File: src/rtl/vss_pkg.sv
package vss_pkg;
  localparam int DATA_W   = 128;
  localparam int BYTE_W   = 8;
  localparam int WORD_W   = 16;
  localparam int N_BYTES  = DATA_W / BYTE_W;
  localparam int N_SLICES = DATA_W / WORD_W;
  localparam int BPS      = WORD_W / BYTE_W;

  typedef enum logic {LANE_BYTE = 1'b0, LANE_WORD = 1'b1} lane_e;
endpackage

File: src/rtl/vss_clamp.sv
module vss_clamp #(
  parameter int W = 8
) (
  input  logic [W:0]   diff,
  output logic [W-1:0] q,
  output logic         hit
);
  localparam logic [W-1:0] MAXV = {1'b0, {(W-1){1'b1}}};
  localparam logic [W-1:0] MINV = {1'b1, {(W-1){1'b0}}};

  always_comb begin
    hit = diff[W] ^ diff[W-1];
    if (!hit)         q = diff[W-1:0];
    else if (diff[W]) q = MINV;
    else              q = MAXV;
  end
endmodule

File: src/rtl/vss_slice.sv
module vss_slice
  import vss_pkg::*;
#(
  parameter int SW = WORD_W
) (
  input  logic [SW-1:0]  a,
  input  logic [SW-1:0]  b,
  input  lane_e          mode,
  output logic [SW-1:0]  res,
  output logic [SW/BYTE_W-1:0] sat
);
  localparam int NB = SW / BYTE_W;

  logic [SW-1:0] byte_q;
  logic [NB-1:0] byte_hit;
  logic [SW:0]   wdiff;
  logic [SW-1:0] word_q;
  logic          word_hit;

  for (genvar h = 0; h < NB; h++) begin : g_byte
    logic [BYTE_W:0] bd;
    assign bd = {a[h*BYTE_W+BYTE_W-1], a[h*BYTE_W +: BYTE_W]}
              - {b[h*BYTE_W+BYTE_W-1], b[h*BYTE_W +: BYTE_W]};
    vss_clamp #(.W(BYTE_W)) u_bclamp (
      .diff(bd), .q(byte_q[h*BYTE_W +: BYTE_W]), .hit(byte_hit[h])
    );
  end

  assign wdiff = {a[SW-1], a} - {b[SW-1], b};

  vss_clamp #(.W(SW)) u_wclamp (.diff(wdiff), .q(word_q), .hit(word_hit));

  always_comb begin
    if (mode == LANE_WORD) begin
      res = word_q;
      sat = {NB{word_hit}};
    end else begin
      res = byte_q;
      sat = byte_hit;
    end
  end

  // Unclamped lanes must carry the plain wrapped difference
  always_comb begin
    if (mode == LANE_BYTE && !sat[0])
      assert_byte_exact_R1: assert (res[BYTE_W-1:0] == BYTE_W'(a[BYTE_W-1:0] - b[BYTE_W-1:0]));
    if (mode == LANE_WORD && !sat[0])
      assert_word_exact_R4: assert (res == SW'(a - b));
  end
endmodule

File: src/rtl/vss_pipe.sv
module vss_pipe #(
  parameter int W = 8
) (
  input  logic         clk,
  input  logic         rst_n,
  input  logic         in_valid,
  output logic         in_ready,
  input  logic [W-1:0] in_data,
  output logic         out_valid,
  input  logic         out_ready,
  output logic [W-1:0] out_data
);
  assign in_ready = !out_valid || out_ready;

  always_ff @(posedge clk) begin
    if (!rst_n) begin
      out_valid <= 1'b0;
      out_data  <= '0;
    end else if (in_ready) begin
      out_valid <= in_valid;
      if (in_valid) out_data <= in_data;
    end
  end

  assert_latency_R9: assert property (@(posedge clk) disable iff (!rst_n)
    (in_valid && in_ready) |=> out_valid);

  assert_hold_R10: assert property (@(posedge clk) disable iff (!rst_n)
    (out_valid && !out_ready) |=> (out_valid && $stable(out_data)));
endmodule

File: src/rtl/vsub_sat.sv
module vsub_sat
  import vss_pkg::*;
(
  input  logic                clk,
  input  logic                rst_n,
  input  logic                in_valid,
  output logic                in_ready,
  input  logic                in_opc_lsb,
  input  logic                in_pfx_wide,
  input  logic [DATA_W-1:0]   in_a,
  input  logic [DATA_W-1:0]   in_b,
  output logic                out_valid,
  input  logic                out_ready,
  output logic [DATA_W-1:0]   out_data,
  output logic [N_BYTES-1:0]  out_sat
);
  localparam int PW = DATA_W + N_BYTES;

  lane_e               mode;
  logic                wide;
  logic [DATA_W-1:0]   res;
  logic [N_BYTES-1:0]  sat;
  logic [PW-1:0]       pay_q;

  assign mode = in_opc_lsb ? LANE_WORD : LANE_BYTE;
  assign wide = in_pfx_wide;

  for (genvar s = 0; s < N_SLICES; s++) begin : g_slice
    logic [WORD_W-1:0] r;
    logic [BPS-1:0]    f;
    vss_slice #(.SW(WORD_W)) u_slice (
      .a(in_a[s*WORD_W +: WORD_W]), .b(in_b[s*WORD_W +: WORD_W]),
      .mode(mode), .res(r), .sat(f)
    );
    if (s >= N_SLICES/2) begin : g_upper
      assign res[s*WORD_W +: WORD_W] = wide ? r : '0;
      assign sat[s*BPS +: BPS]       = wide ? f : '0;
    end else begin : g_lower
      assign res[s*WORD_W +: WORD_W] = r;
      assign sat[s*BPS +: BPS]       = f;
    end
  end

  vss_pipe #(.W(PW)) u_pipe (
    .clk(clk), .rst_n(rst_n),
    .in_valid(in_valid), .in_ready(in_ready), .in_data({sat, res}),
    .out_valid(out_valid), .out_ready(out_ready), .out_data(pay_q)
  );

  assign out_data = pay_q[DATA_W-1:0];
  assign out_sat  = pay_q[PW-1:DATA_W];

  assert_narrow_zero_R6: assert property (@(posedge clk) disable iff (!rst_n)
    (in_valid && in_ready && !in_pfx_wide) |=>
      (out_data[DATA_W-1:DATA_W/2] == '0 && out_sat[N_BYTES-1:N_BYTES/2] == '0));
endmodule

File: config.mk
export PLATFORM = sky130hd
export DESIGN_NAME = vsub_sat
export DESIGN_NICKNAME = d
export VERILOG_FILES = /design/src/rtl/vss_pkg.sv /design/src/rtl/vss_clamp.sv /design/src/rtl/vss_slice.sv /design/src/rtl/vss_pipe.sv /design/src/rtl/vsub_sat.sv
export SDC_FILE = /design/constraint.sdc
export NUM_CORES = 1
export LEC_CHECK = 0
export BUFFER_PORTS_ARGS = -buffer_cell sky130_fd_sc_hd__buf_2
export CORE_MARGIN = 8
export CORE_UTILIZATION = 45
export CTS_BUF_LIST = sky130_fd_sc_hd__clkbuf_16
export CTS_CLUSTER_SIZE = 16
export DETAILED_ROUTE_END_ITERATION = 12
export GPL_TIMING_DRIVEN = 0
export HOLD_SLACK_MARGIN = 0.15
export PLACE_DENSITY = 0.84
export SYNTH_ARGS = -nofsm -noshare
export SYNTH_HDL_FRONTEND = slang
export SYNTH_SLANG_ARGS = --single-unit
File: constraint.sdc
create_clock -name clk -period 2.9 [get_ports clk]
set_clock_uncertainty 0.05 [all_clocks]
set_input_delay 0.725 -clock clk [delete_from_list [all_inputs] [get_ports clk]]
set_output_delay 0.725 -clock clk [all_outputs]
set_load 0.1 [all_outputs]
==> summary.txt <==
Pwr
  – Sw frac: 0.4988
  – Pint: 5.265 mW
  – Peak VDD IR: 387.7 uV
  – Leak pwr: 9.583 nW
  – Clock power share: 0.219
  – Switching pwr: 5.239 mW
  – Total power draw: 10.50 mW
  – Logic pwr share: 0.557
  – Power density over cell area: 515.0 mW/mm^2
  – Flop pwr share: 0.223

Floorplan
  – DIE HEIGHT: 200.1 um
  – Initial Util: 0.4562
  – Rows: 67
  – I/O pin cnt: 408
  – Core Region: 0.03345 sq mm
  – Die ar.: 0.04006 sq mm
  – Die width: 200.1 um

Worst setup path
  – CP required: 3180 ps
  – CP top delay family: compound AO/OA/AOI/OAI gates
  – R2R setup slack: 260 ps
  – Max Fanout on Critical Path: 10
  – Worst setup SP type: input port
  – CP max stage cell: a22oi_2
  – Worst Setup Path Type: input port to flip-flop
  – Crit-path cells: buf_2 > ha_1 > clkbuf_1 > a21oi_2 > inv_1 > a31oi_1 > o21ai_4 > a22oi_2 > buf_4 > nand3_4 > o211a_4 > o211a_1 > o21a_1
  – Setup crit end kind: flip-flop
  – Crit path DAT: 3190 ps
  – Reg-to-Reg Start: u_pipe.out_valid
  – Worst Setup SP: in_a[119]
  – Worst path bufs/invs: 4
  – CP max stage delay: 290 ps

Layout
  – Cell Count, Final, Fillers Out: 3025
  – Post-route cell area: 0.02039 sq mm
  – Nets: 2966
  – Filler Cell Count: 2975
  – Fin util: 0.6097
  – Share of cells above drive strength 1: 0.3072
  – Area grow syn2layout: 33.65%

Synth
  – Synth cell count leaders: 204 x inv_1, 187 x a21oi_1, 187 x nand2_1
  – Synth cell types: 96
  – Most frequent cell after synthesis: inv_1
  – Post-synthesis compound-gate area fraction: 0.3404
  – Area share of the largest cell type after synthesis: 0.1902
  – FFs w/ async S/R, synth: 0
  – Mapped Cells: 2076
  – XOR/XNOR Fraction of Synth Area: 0.07216
  – EDFF count, synth: 0
  – Cell area after synthesis: 0.01526 sq mm
  – Synth Flop Type: dfxtp_1
  – Combinational family with the most area after synthesis: compound AO/OA/AOI/OAI gates
  – Synth area leaders: dfxtp_1 19%, ha_1 11%, a21oi_1 6.1%, o21ai_0 5.6%, inv_1 5.0%
  – Mux share of post-synthesis cell area: 0.004264
  – Area share of fa/ha/maj cells after synthesis: 0.1437
  – Syn Area/Cell: 7.350 sq um
  – Post-synth top area cell: dfxtp_1
  – Synthesized Nets: 2490
  – Sequential share of the synthesized area: 0.1902
  – Ys Warns: 0
  – Synth Area in Simple Gates: 0.1720
  – #FFs+latches synth: 145

Status
  – Status: finished, violations left
  – Violated checks: setup timing

CTS
  – Clock sink total: 145
  – CTS Buf Count: 17
  – H-tree depth: 4
  – Clock-pin slew on the worst setup and hold paths: 70 ps
  – Clock root cell: clkbuf_16
  – Clock tree buffer depth: 2
  – Clk_lat worst skew: 440 ps
  – CTS tree: done
  – Hold buffers post-CTS: 0

STA
  – Slew Limit Headroom: 0.2802
  – Fin crit share: 1.003
  – Fin Hold WS: 398.7 ps
  – Clock period minus worst slack: 2910 ps
  – Max Transition Viols Final: 0
  – Max Clk Rate: 0.3437 GHz
  – Final Setup Violations: 1
  – Final hold vios: 0
  – RSZ-0062 raised after global routing: yes
  – Final setup margin: -9.650 ps
  – Setup TNS: -9.650 ps
  – Worst Max-Slew Pin Slew: 1080 ps

Global route
  – Initial antenna violation count: 13
  – First-pass GRT wire length: 94.27 mm
  – Largest net degree at the start of global routing: 19
  – Vias in the first global route: 17430
  – Gr ovfl total: 0
  – Gr usage total: 0.2877

Placement
  – Cells after DPL: 2930
  – DP HPWL: 49.13 mm
  – Placed cell areas: 0.01851 sq mm
  – Worst slack, placed: -1280 ps
  – Port Buf Inserts: 406
  – GPL Wtd Cong: 0.9511

Route
  – Post-Route WL: 63.10 mm
  – Routed len/inst: 20.86 um
  – Post-route ant nets: 0
  – DRC: 0
  – Drt first-iter violations: 1329
  – Via/cell ratio: 5.943
  – Pre-antenna DRT Iters: 5
  – Vias after detailed routing: 17980

Run
  – Max-cap viol count: 0

Min path
  – Hold path start: u_pipe.out_data[91]
  – Worst hold path class: flip-flop to flip-flop
[power groups by stage]
stage | Clock [mW] | Combinational (mW) | Sequential, mW
final | 2.30 | 5.85 | 2.35
after floorplan | 0 | 2.63 | 3.84
after CTS | 2.31 | 5.41 | 2.34
after detailed placement | 0 | 5.32 | 2.38
after global placement | 0 | 5.24 | 2.38
after global routing | 2.40 | 6.21 | 2.36
[cell type report]
cell class / count / area, sq um / share of cell area
Clock inverter: 15 / 181.4 / 0.008896
Clock buffer: 17 / 425.4 / 0.02086
Timing Repair Buffer: 467 / 2557 / 0.1254
Tap cell: 448 / 560.5 / 0.02749
Inverter: 205 / 815.8 / 0.04000
Multi-Input combinational cell: 1633 / 12440 / 0.6099
Sequential cell: 145 / 2904 / 0.1424
Antenna cell: 12 / 30.03 / 0.001472
Buffer: 83 / 480.5 / 0.02356
[worst paths after layout]
| check | cells past startpoint | end |
|---|---|---|
| max | 13 | u_pipe.out_data[120] |
| min reg2reg | 2 | u_pipe.out_data[91] |
| min | 2 | u_pipe.out_data[91] |
| max reg2reg | 7 | u_pipe.out_data[30] |
[layout by cell type, fill, tap and decap left out, drive strengths merged, types with 11 or more instances in the layout]
cell type / count
a211oi: 13
a21boi: 25
a21o: 65
a21oi: 192
a221o: 13
a22o: 27
a22oi: 13
a31oi: 33
a32o: 25
and2: 28
and3: 13
buf: 489
clkbuf: 78
dfxtp: 145
diode: 12
fa: 16
ha: 136
inv: 214
maj3: 17
nand2: 188
nand2b: 27
nand3: 43
nand4: 11
nor2: 138
nor2b: 43
nor3: 27
o211ai: 25
o21a: 38
o21ai: 196
o21bai: 17
o31ai: 19
or2: 12
or3: 12
xnor2: 70
xor2: 54
[routing by layer]
layer | track usage | part of all wire | vias up
met5 | 0 | 0.00060 | -
met4 | 0.1509 | 0.051 | 6
met3 | 0.05729 | 0.082 | 186
met2 | 0.4769 | 0.47 | 871
met1 | 0.3484 | 0.40 | 8523
li1 | - | - | 8393
[cell families after synthesis]
family	count (synthesis)
XOR/XNOR	124
AO/OA/AOI/OAI	777
AND/OR/NAND/NOR	556
buffers and inverters	299
multiplexers	6
adder cells (fa/ha/maj)	169
flip-flops	145
[state kept, by name, summed over array words and instances (netlist names)]
signal            count
u_pipe.out_data     144
u_pipe.out_valid      1
[what timing repair did]
item,in CTS,in global routing
endpoints found under the setup margin,140,128
setup buffers,10,51
pin swaps,15,76
cloned,1,0
resized for setup,40,164
[worst register-to-register path, cell delays in order, from the launching register on]
cell and delay [ps]:
dfxtp_2 350, nand2b_2 160, and3_1 170, clkbuf_1 480, clkbuf_1 590, clkbuf_2 490, nand2_1 110, o21ai_0 160
Power figures use the tool's default switching activity.
